==> config.mk <==
export PLATFORM = sky130hd
export DESIGN_NAME = opnd_read_seq
export DESIGN_NICKNAME = d
export VERILOG_FILES = /design/src/rtl/opnd_read_seq.sv
export SDC_FILE = /design/constraint.sdc
export NUM_CORES = 1
export LEC_CHECK = 0
export BUFFER_PORTS_ARGS = -buffer_cell sky130_fd_sc_hd__buf_4
export CAP_MARGIN = 5
export CORE_UTILIZATION = 53
export DETAILED_ROUTE_END_ITERATION = 16
export GPL_TIMING_DRIVEN = 0
export PLACE_DENSITY = 0.84
export SLEW_MARGIN = 5
export SYNTH_ARGS = -nofsm -noshare
export SYNTH_HDL_FRONTEND = slang
export SYNTH_SLANG_ARGS = --single-unit
==> constraint.sdc <==
create_clock -name clk -period 5.1 [get_ports clk]
set_input_delay 0.51 -clock clk [delete_from_list [all_inputs] [get_ports clk]]
set_output_delay 0.51 -clock clk [all_outputs]
set_load 0.03 [all_outputs]
==> src/rtl/opnd_read_seq.sv <==
module opnd_read_seq #(
  parameter int IDX_W = 8
) (
  input  logic             clk,
  input  logic             rst_n,
  input  logic             in_valid,
  output logic             in_ready,
  input  logic [IDX_W-1:0] in_src0,
  input  logic [IDX_W-1:0] in_src1,
  input  logic [IDX_W-1:0] in_src2,
  input  logic             in_wide,
  output logic             rd_valid,
  output logic [1:0]       rd_a_slot,
  output logic [IDX_W-1:0] rd_a_idx,
  output logic             rd_b_en,
  output logic [1:0]       rd_b_slot,
  output logic [IDX_W-1:0] rd_b_idx,
  output logic             rd_half,
  output logic             rd_swapped
);
  localparam int KEY_W = 4;

  logic             busy, wide_q, swap_q;
  logic [1:0]       phase;
  logic [IDX_W-1:0] s0_q, s1_q, s2_q;

  wire conflict = in_src1[KEY_W-1:0] == in_src2[KEY_W-1:0];
  wire last     = busy && phase[0] && (phase[1] || !wide_q);
  wire accept   = in_valid && in_ready;
  wire first    = !phase[0];
  wire a_is1    = ~(first ^ swap_q);
  wire [IDX_W-1:0] off = {{(IDX_W-1){1'b0}}, phase[1]};

  assign in_ready   = !busy || last;
  assign rd_valid   = busy;
  assign rd_a_slot  = {1'b0, a_is1};
  assign rd_a_idx   = busy ? ((a_is1 ? s1_q : s0_q) + off) : '0;
  assign rd_b_en    = busy && !first;
  assign rd_b_slot  = 2'd2;
  assign rd_b_idx   = rd_b_en ? (s2_q + off) : '0;
  assign rd_half    = busy && phase[1];
  assign rd_swapped = busy && swap_q;

  always_ff @(posedge clk) begin
    if (!rst_n) begin
      busy   <= 1'b0;
      phase  <= 2'd0;
      wide_q <= 1'b0;
      swap_q <= 1'b0;
      s0_q   <= '0;
      s1_q   <= '0;
      s2_q   <= '0;
    end else if (accept) begin
      busy   <= 1'b1;
      phase  <= 2'd0;
      wide_q <= in_wide;
      swap_q <= conflict;
      s0_q   <= in_src0;
      s1_q   <= in_src1;
      s2_q   <= in_src2;
    end else if (last) begin
      busy   <= 1'b0;
      phase  <= 2'd0;
    end else if (busy) begin
      phase  <= phase + 2'd1;
    end
  end

  p_idle_after_reset_r1: assert property (@(posedge clk)
    !rst_n |=> !rd_valid && in_ready);
  p_accept_starts_r2: assert property (@(posedge clk) disable iff (!rst_n)
    in_valid && in_ready |=> rd_valid && !rd_b_en);
  p_pair_follows_r3: assert property (@(posedge clk) disable iff (!rst_n)
    rd_valid && !rd_b_en |=> rd_valid && rd_b_en && rd_b_slot == 2'd2);
  p_conflict_swaps_r4: assert property (@(posedge clk) disable iff (!rst_n)
    in_valid && in_ready && in_src1[3:0] == in_src2[3:0] |=> rd_swapped);
  p_no_conflict_r5: assert property (@(posedge clk) disable iff (!rst_n)
    in_valid && in_ready && in_src1[3:0] != in_src2[3:0] |=> !rd_swapped);
  p_half_needs_wide_r6: assert property (@(posedge clk) disable iff (!rst_n)
    in_valid && in_ready && !in_wide |=> ##1 !rd_half);
  p_swap_held_r7: assert property (@(posedge clk) disable iff (!rst_n)
    rd_valid && !in_ready |=> rd_valid && $stable(rd_swapped));
  p_hold_off_r8: assert property (@(posedge clk) disable iff (!rst_n)
    rd_valid && !rd_b_en |-> !in_ready);
endmodule

==> Yosys cells after proc, flatten, opt, wreduce, memory -nomap -nowiden <==
Cells that the tools add are included.
{ "op_classes": {"n_reduce_logical": 12, "n_bitwise": 3, "n_mux": 5, "eq_ne": 1, "n_addsub": 3} }
{ "ops": {"columns": ["operator", "n"], "rows": [
  ["$mux W8", 3],
  ["$add A8 B1 Y8", 2],
  ["$logic_and A1 B1 Y1", 5],
  ["$eq A4 B4 Y1", 1],
  ["$logic_not A1 Y1", 3],
  ["$reduce_or A3 Y1", 1],
  ["$add A2 B1 Y2 const B", 1],
  ["$logic_or A1 B1 Y1", 2],
  ["$mux W1", 2],
  ["$not A1 Y1", 2],
  ["$reduce_bool A2 Y1", 1],
  ["$xor A1 B1 Y1", 1]
]} }
{ "totals": {"output_inout_bits": 25, "reg_bits": 29, "word_cells": 31, "in_bits": 28} }

==> Logic depth before layout (Yosys ltp) <==
Gate-level depths: netlist of run 1.
{ "depth": {"ltp_word": 6, "mapped_depth": 10, "depth_no_buf": 9} }

==> Least setup slack after synthesis of run 1 <==
Ideal clock, no wire load.
{ "synth_path": {"path_kind": "register to output", "start": "register phase[0]", "end": "output rd_a_idx[5]", "required_time_ps": 4590, "stages_incl_launch_ff": 11, "t_arrival_ps": 2346, "n_path_buf": 2, "setup_slack_ps": 2244, "path_cell_list": "dfxtp_1 buf_4 xnor2_2 buf_2 nand2_1 nand2_1 ha_1 nand3_1 mux2_2 o21a_1 nor3_1"} }
{ "synth_via": {"elab_chain_cells": 5} }
{ "synth_lines": {"columns": ["item", "line_no", "rtl"], "rows": [
  ["start, declared", "24", "logic [1:0] phase;"],
  ["start signal, assigned", "65", "phase <= phase + 2'd1;"],
  ["$logic_not A1 Y1", "30", "wire first = !phase[0];"],
  ["$xor A1 B1 Y1", "31", "wire a_is1 = ~(first ^ swap_q);"],
  ["$mux W8", "37", "assign rd_a_idx = busy ? ((a_is1 ? s1_q : s0_q) + off) : '0;"],
  ["$add A8 B1 Y8", "37", null],
  ["$mux W8", "37", null],
  ["end, declared", "14", "output logic [IDX_W-1:0] rd_a_idx,"]
]} }
No other way between the ends.

==> Worst setup path after layout of run 1 <==
Same ends and word-level chain as after synthesis.

==> results of run 1 <==
sequential cells by signal, summed over array words and instances, names as in the netlist:
name,count
rd_valid,1
s1_q,8
wide_q,1
s0_q,8
swap_q,1
s2_q,8
phase,2
stage by stage:
stage / hold WS (ps) / setup WS, ps / instance area [µm²] / std cells
after CTS: 377.5 / 1990 / 1993 / 251
after floorplan: 441.0 / 2244 / 1531 / 164
after detailed placement: 458.9 / 2371 / 1938 / 244
after global placement: 461.1 / 2402 / 1938 / 244
after global routing: 382.3 / 1842 / 1993 / 251
final: 387.3 / 2017 / 1993 / 251
layout by cell type (no fill, tap or decap), types with 2 or more instances in the layout:
cell       n
buf_4     54
and2_1     5
nor2b_1    2
xor2_1    10
nand3_1    9
mux2_2     3
clkbuf_1   2
nor3_1     2
mux2i_1    7
a22o_1    26
xnor2_1    4
nor2_1     8
and3_1     5
dfxtp_1   29
ha_1       4
inv_1      5
clkbuf_4   5
buf_2      6
nand2_1   14
conb_1     3
nor4_1     2
area by class of cell:
| class | count | area, µm² | share of cell area, % |
|---|---|---|---|
| multi-input cells | 117 | 857.1 | 43.00 |
| flip-flops and latches | 29 | 580.6 | 29.13 |
| repair buffers | 49 | 367.9 | 18.46 |
| plain buffers | 12 | 71.32 | 3.578 |
| clock buffers | 7 | 55.05 | 2.762 |
| well taps | 31 | 38.79 | 1.946 |
| inverters | 6 | 22.52 | 1.130 |
power by group through the flow:
stage	Sequential, W	Clock [W]	Combinational, W
3_3_place_gp	0.000258	0	0.0000994
5_1_grt	0.000255	0.000154	0.000111
3_5_place_dp	0.000259	0	0.000102
6_report	0.000254	0.000143	0.000102
4_1_cts	0.000253	0.000146	0.000102
2_1_floorplan	0.000256	0	0.0000646
path summary, 6_finish.rpt:
kind	from	cells past startpoint	slack, ps	end
worst max-delay path	phase[0]	11	2020	rd_a_idx[5]
worst min-delay path	in_src0[6]	2	390	s0_q[6]
worst max register to register	phase[1]	5	3430	s1_q[4]
worst min register to register	s1_q[0]	1	490	s1_q[0]
metal layers:
metal  vias up  track usage [%]  share of wire (%)
li1        684                -                  -
met1       611            29.44                 43
met2        48            39.24                 48
met3        14            6.279                5.4
met4         0            18.21                3.7
met5         -                0                  0
worst max-delay path: stages, from the launching register on:
cell     delay, ps
dfxtp_1        310
buf_4          150
xnor2_2        150
buf_2          280
nand2_1         80
nand2_1         60
ha_1           200
nand3_1        130
mux2_2         310
o21a_1         170
nor3_1         200
buf_4          200
logic make-up (layout without fill, tap and decap cells):
logic type	count (synthesis)	count (layout)	synth area share [%]
and+or+nand+nor	49	49	15.64
AOI/OAI and AO/OA	35	35	19.57
DFF	29	29	38.00
buffers and inverters	18	74	6.143
xor gates and xnor gates	15	15	9.091
muxes	11	11	7.780
adders and majority gates	4	4	3.276
other	2	3	0.4916
==> flow_summary.toml, run 1 <==
[global_route]
grt.overflow.total = 0
first_global_vias = 1374
grt_max_degree = 11
track_usage_pct = 24.96
grt_pass1_wl_um = 5920
antenna_found_initial = 0

[synthesis]
synth_area_per_cell_um2 = 9.372
synth_warnings = 0
yosys-top-cells-area = "dfxtp_1 38%, a22o_1 15%, xor2_1 5.7%"
synth_area_mm2 = 0.001528
synth-seq-cells = 29
ys_async_sr_fraction_pct = 0
ys_top_cells_by_count = "29 x dfxtp_1, 26 x a22o_1, 14 x nand2_1, 10 x xor2_1, 9 x nand3_1"
yosysMostFrequentCell = "dfxtp_1"
synth_edf_count = 0
synth_cell_type_count = 34
ys.flop_type = "dfxtp_1"
syn_inst = 163
synth_top_area_cell = "dfxtp_1"
synth_top_area_share_pct = 38.00
synth-seq-area-share_pct = 38.00

[sta]
slew_viol_final = 0
fin_crit_sh_pct = 60.46
layout_min_cycle_time_ps = 3083
fmax_mhz = 324.3
hold_violations = 0
setup_viol = 0
clock_skew_ps = 5.079
tns_ps = 0
rsz0062_at_grt = "no"

[clocking]
ctsResizeCount = 0
cts_buffer_depth = 2
cts_root_buf = "clkbuf_4"
path_clk_slew_ps = 90
numCtsBuffers = 5
post_cts.repair.setup_buffers = 0
cts_hold_buffers = 0
htreeDepth = 2
clock_sinks = 29
clock_latency_ps = 330
tritoncts = "built"

[worst_setup_path]
critPathLaunchType = "flop"
critical_path_required_ps = 4590
cp_max_fo = 10
crit_type = "reg2out"
end_kind = "primary output"
arrival_ps = 2570

[cells_and_area]
drive_gt1_share_pct = 33.64
num-nets-final = 252
fillerInstances = 226
num_antenna_cells = 0
final_util_pct = 72.91
area_delta_synth_final_pct = 30.47

[power_and_ir_drop]
switching_share_pct = 28.82
peakVddDrop_uv = 214.1
switching_power_w = 0.0001439
combPwrFrac_pct = 20.5
power_w = 0.0004993
power_frac_clock_pct = 28.7
intPower_w = 0.0003554
p_leak_nw = 0.9563
seq_power_share_pct = 50.8
p_per_area_mw_per_mm2 = 250.5

[route]
dr_total_vias = 1357
drt-wirelength-per-cell_um = 14.06
route.final.wire_length_um = 3528
drtIter0Drc = 25
ant_nets = 0
drc = 0
vias_per_cell = 5.406
dr.pass1.iters = 4

[die]
initial_utilization_pct = 55.88
num_io_pins = 53
fp.dieH_um = 55.69
coreArea_mm2 = 0.002734
placementRows = 19
dieWidth_um = 55.69
dieArea_mm2 = 0.003101

[placement]
gp_congestion = 0.8224
portBuffers = 49
place_hpwl_um = 2630

[worst_hold_path]
hp-class = "in2reg"

[flow_run]
max_cap_violations = 0

[outcome]
status = "completed"
No activity file was read; power rests on OpenSTA's default activity.
==> run 2: changes to the inputs <==
ABC_AREA = 1   (was not set)
CORE_UTILIZATION = 50   (was 53)
PLACE_DENSITY = 0.79   (was 0.84)
clock period = 3.2 ns   (was 5.1 ns; I/O delays follow)
==> flow_summary.toml, run 2 <==
[die]
placementRows = 20
dieWidth_um = 58.31
num_io_pins = 53
dieArea_mm2 = 0.003399
coreArea_mm2 = 0.003028
initial_utilization_pct = 52.36
fp.dieH_um = 58.31

[synthesis]
synth_area_per_cell_um2 = 6.746
ys.flop_type = "dfxtp_1"
synth_top_area_cell = "dfxtp_1"
synth_xor_area_share_pct = 2.210
synth_top_area_share_pct = 36.62
synth-seq-cells = 29
synth-simple-area-share_pct = 35.36
yosys-mux-area-fraction_pct = 0
synthAdderAreaFrac_pct = 3.157
synth_edf_count = 0
synth_area_mm2 = 0.001585
yosysMostFrequentCell = "nand2_1"
synth-compound-area-share_pct = 11.05
synth_top_family_by_area = "simple AND/OR/NAND/NOR gates"
yosys-top-cells-area = "dfxtp_1 37%, nand2_1 20%, inv_1 5.9%"
syn_inst = 235
ys_async_sr_fraction_pct = 0
ys_top_cells_by_count = "86 x nand2_1, 29 x dfxtp_1, 25 x inv_1, 17 x o21ai_0, 16 x nor2_1"
synth_cell_type_count = 27
synth-seq-area-share_pct = 36.62
synth_warnings = 0

[sta]
tns_ps = 0
slew_viol_final = 0
setup_viol = 0
rsz0062_at_grt = "no"
layout_min_cycle_time_ps = 2622
fmax_mhz = 381.3
fin_crit_sh_pct = 81.95
clock_skew_ps = 3.172
hold_violations = 0

[global_route]
grt_pass1_wl_um = 5892
first_global_vias = 1387
grt.overflow.total = 0
track_usage_pct = 23.09
antenna_found_initial = 0
grt_max_degree = 11

[flow_run]
max_cap_violations = 0

[route]
dr_total_vias = 1592
dr.pass1.iters = 4
drc = 0
drt-wirelength-per-cell_um = 10.32
route.final.wire_length_um = 3478
ant_nets = 0
drtIter0Drc = 29
vias_per_cell = 4.724

[clocking]
cts_root_buf = "clkbuf_4"
clock_sinks = 29
tritoncts = "built"
post_cts.repair.setup_buffers = 0
path_clk_slew_ps = 100
numCtsBuffers = 5
cts_hold_buffers = 0
clock_latency_ps = 340
cts_buffer_depth = 2
ctsResizeCount = 0
htreeDepth = 2

[worst_setup_path]
arrival_ps = 2300
reg2reg_depth = 8
crit_type = "reg2out"
crit_chain = "inv_1, nand2_1, nand2_4, o21ai_0, ha_1, ha_1, inv_1, nor2_1, a21oi_1, nor2_1, buf_4"
critPathLaunchType = "flop"
cp_max_fo = 8
critical-path-slowest-cell = "dfxtp_1"
critical_path_required_ps = 2880
end_kind = "primary output"
cpPeakStageDelay_ps = 420

[cells_and_area]
area_delta_synth_final_pct = 32.52
multi_input_area_um2 = 832.0
fillerInstances = 282
final_common_cell = "nand2_1"
seqCellArea_um2 = 580.6
top_regs = "s0_q: 8 flops, s1_q: 8 flops, s2_q: 8 flops"
num_antenna_cells = 0
final_util_pct = 69.38
drive_gt1_share_pct = 26.96
num-nets-final = 324
layout.cells.most_common_list = "86 x nand2_1, 53 x buf_4, 29 x dfxtp_1"

[placement]
portBuffers = 49
gp_congestion = 0.8586
place_hpwl_um = 2682

[power_and_ir_drop]
p_leak_nw = 1.074
peakVddDrop_uv = 312.4
p_per_area_mw_per_mm2 = 426.6

[worst_hold_path]
hp-class = "in2reg"
min_delay_path_depth = 3

[outcome]
status = "completed"
## run 2: area by class of cell
class                           instances  share of cell area (%)
Buffer                                  9                   3.454
Clock buffer                            6                   2.442
Clock inverter                          2                   1.787
Inverter                               27                   4.943
Multi-Input combinational cell        171                   39.61
Sequential cell                        29                   27.64
Tap cell                               44                   2.621
Timing Repair Buffer                   49                   17.51
## run 2: power by group
part | total (W) | internal, W | switching (W)
Clock | 0.000326 | 0.000186 | 0.000140
Sequential | 0.000400 | 0.000385 | 0.0000154
Combinational | 0.000170 | 0.0000707 | 0.0000996
Total | 0.000896 | 0.000641 | 0.000255
## run 2: path summary, 6_finish.rpt
kind / start / to / slack, ps
setup reg to reg: rd_valid / s0_q[7] / 1630
hold / removal: in_src1[6] / s1_q[6] / 170
setup / recovery: phase[0] / rd_a_idx[4] / 580
hold reg to reg: s1_q[6] / s1_q[6] / 450
## run 2: through the flow
stage / setup WS [ps] / instances / power, W / cell area [µm²] / hold WS (ps)
final: 577.5 / 337 / 0.0008962 / 2101 / 169.8
after floorplan: 1012 / 236 / 0.0005148 / 1589 / 419.1
after CTS: 558.9 / 337 / 0.0008997 / 2101 / 171.6
after global routing: 311.5 / 337 / 0.0009371 / 2101 / 157.4
after global placement: 994.8 / 329 / 0.0005747 / 2012 / 428.7
after detailed placement: 941.5 / 329 / 0.0005783 / 2012 / 434.9
## run 2: cells by family (layout without fill, tap and decap cells)
family	Yosys count	count (layout)
compound gates	31	31
xor+xnor	4	4
fa+ha+maj	4	4
buf+inv	36	93
flops	29	29
other cells	2	3
simple gates	129	129
## run 2: critical path, delay by kind of cell (launching register included)
kind,cells,cell delay [ps]
compound gates,2,280
fa+ha+maj,2,390
buf+inv,3,290
flops,1,420
simple gates,4,570
## run 2: routing by layer
metal	track usage, %	vias to the layer above	routed length (µm)	share of wire, %
li1	-	842	-	-
met3	5.934	4	142	4.1
met4	7.483	0	31	0.89
met1	29.88	711	1703	49
met5	0	-	0	0
met2	37.77	35	1600	46
==> run 3: changes to the inputs <==
CORE_UTILIZATION = 45   (was 50)
PLACE_DENSITY = 0.75   (was 0.79)
clock period = 2.3 ns   (was 3.2 ns; I/O delays follow)
==> flow_summary.toml, run 3 (synthesis results as in run 2) <==
[outcome]
status = "completed"

[cells_and_area]
seqCellArea_um2 = 589.3
area_delta_synth_final_pct = 37.49
fillerInstances = 316
num_antenna_cells = 0
layout.cells.most_common_list = "80 x nand2_1, 55 x buf_4, 26 x dfxtp_1"
final_util_pct = 64.81
stdcell_area_mm2 = 0.002180
drive_gt1_share_pct = 33.78
top_regs = "s0_q: 8 flops, s1_q: 8 flops, s2_q: 8 flops"
final_common_cell = "nand2_1"
multi_input_area_um2 = 908.4
num-nets-final = 327

[worst_setup_path]
cp.depth = 12
arrival_ps = 1980
crit_type = "reg2out"
cpPeakStageDelay_ps = 380
critPathBufInv = 3
cp_max_fo = 4
critical-path-slowest-cell = "dfxtp_4"
crit_start = "swap_q"
cp-endpoint = "rd_a_idx[4]"
cp_top_family = "adder cells"
end_kind = "primary output"
regToRegSetupSlack_ps = 720
r2r-end = "s1_q[1]"
crit_chain = "inv_4, nand2_4, nand2_4, nand2_1, o21ai_1, ha_2, ha_4, inv_1, nor2_4, a21oi_1, nor2_1, buf_4"
timing.rr.start = "phase[0]"
crit_top_cell = "nand2_4"
critical_path_required_ps = 2070
reg2reg_depth = 9
critPathLaunchType = "flop"

[die]
fp.dieH_um = 61.36
initial_utilization_pct = 47.14
num_io_pins = 53
coreArea_mm2 = 0.003363
dieArea_mm2 = 0.003764
placementRows = 21
dieWidth_um = 61.36

[global_route]
use_met2_pct = 32.92
grt.overflow.total = 0
track_usage_pct = 21.29
grt_max_degree = 11
grt_use_met3_pct = 6.513
top_usage_layer = "met2"
grt_pass1_wl_um = 5823
first_global_vias = 1381
gr-usage-met1_pct = 28.07
antenna_found_initial = 0

[route]
dr_total_vias = 1589
vias_per_cell = 4.646
drt-wirelength-per-cell_um = 10.49
ant_nets = 0
route.final.wire_length_um = 3589
drc = 0
drtIter0Drc = 63
dr.pass1.iters = 4

[power_and_ir_drop]
combPwrFrac_pct = 23.3
power_frac_clock_pct = 26.2
p_leak_nw = 1.086
peakVddDrop_uv = 328.6
switching_share_pct = 31.22
power_w = 0.001103
p_per_area_mw_per_mm2 = 506.0
seq_power_share_pct = 50.5
switching_power_w = 0.0003444
intPower_w = 0.0007586

[placement]
portBuffers = 49
place_hpwl_um = 2650
dpl_cell_area_mm2 = 0.002014
pre_cts_ws_ps = 146.0
gp_congestion = 0.8432

[sta]
tns_ps = 0
slew_viol_final = 0
setup_viol = 0
hold_violations = 0
worst_slack_ps = 92.65
fmax_mhz = 453.0
fin_crit_sh_pct = 95.97
rsz0062_at_grt = "yes"
clock_skew_ps = 5.254
layout_min_cycle_time_ps = 2207

[clocking]
htreeDepth = 2
tritoncts = "built"
path_clk_slew_ps = 90
cts_root_buf = "clkbuf_4"
cts_buffer_depth = 2
numCtsBuffers = 5
clock_latency_ps = 330
clock_sinks = 29
cts_hold_buffers = 0

[worst_hold_path]
min_delay_path_depth = 3
hp-class = "in2reg"

[flow_run]
max_cap_violations = 0
run 3: cell count changes in the layout (fill, tap and decap cells not counted), moves of 2 or more:
cell	previous run	this run
buf_4	53	55
clkinv_2	0	2
dfxtp_1	29	26
dfxtp_4	0	2
ha_1	4	2
inv_1	25	23
nand2_1	86	80
nand2_2	4	8
nand2_4	2	4
nand3_1	12	9
nand3_2	0	2
run 3: cell type report:
cell class              instances  area share, %
plain buffers                   9          3.330
well taps                      46          2.641
clock inverters                 2         0.4592
multi-input cells             171          41.68
repair buffers                 52          18.08
clock buffers                   6          1.894
flip-flops and latches         29          27.04
inverters                      27          4.879
run 3: how the worst min path moves through the flow:
| stage | startpoint | end | slack [ps] |
|---|---|---|---|
| detailed placement | in_src0[4] | s0_q[4] | 430 |
| finish | in_src0[4] | s0_q[4] | 90 |
| global placement | in_src0[4] | s0_q[4] | 430 |
| CTS | in_src2[7] | s2_q[7] | 80 |
| global route | in_src2[7] | s2_q[7] | 80 |
| floorplan | in_src0[5] | s0_q[5] | 340 |
run 3: what timing repair did:
| action | 4_1_cts | 5_1_grt |
|---|---|---|
| setup endpoints to repair | 6 | 7 |
| pin swaps | 2 | 5 |
| gates resized for setup | 9 | 20 |
| setup buffers | 2 | 1 |
run 3: metal layers:
layer	up-vias	part of all wire, %
li1	854	-
met1	685	49
met2	46	45
met3	4	5.4
met4	0	0.84
met5	-	0
run 3: power by group through the flow:
| stage | clock (W) | sequential [W] | combinational [W] |
|---|---|---|---|
| finish | 0.000289 | 0.000557 | 0.000257 |
| detailed placement | 0 | 0.000568 | 0.000236 |
| global placement | 0 | 0.000568 | 0.000232 |
| CTS | 0.000296 | 0.000557 | 0.000242 |
| floorplan | 0 | 0.000566 | 0.000151 |
| global route | 0.000321 | 0.000562 | 0.000287 |
run 3: worst min-delay path: cells and delay by family:
family | cells | cell delay (ps)
and+or+nand+nor | 2 | 90
buffers and inverters | 1 | 80
run 3: metrics by stage:
| stage | instances | hold slack, ps |
|---|---|---|
| 2_1_floorplan | 236 | 340.2 |
| 3_3_place_gp | 331 | 425.6 |
| 3_5_place_dp | 331 | 428.5 |
| 4_1_cts | 341 | 83.53 |
| 5_1_grt | 342 | 81.55 |
| 6_report | 342 | 87.73 |
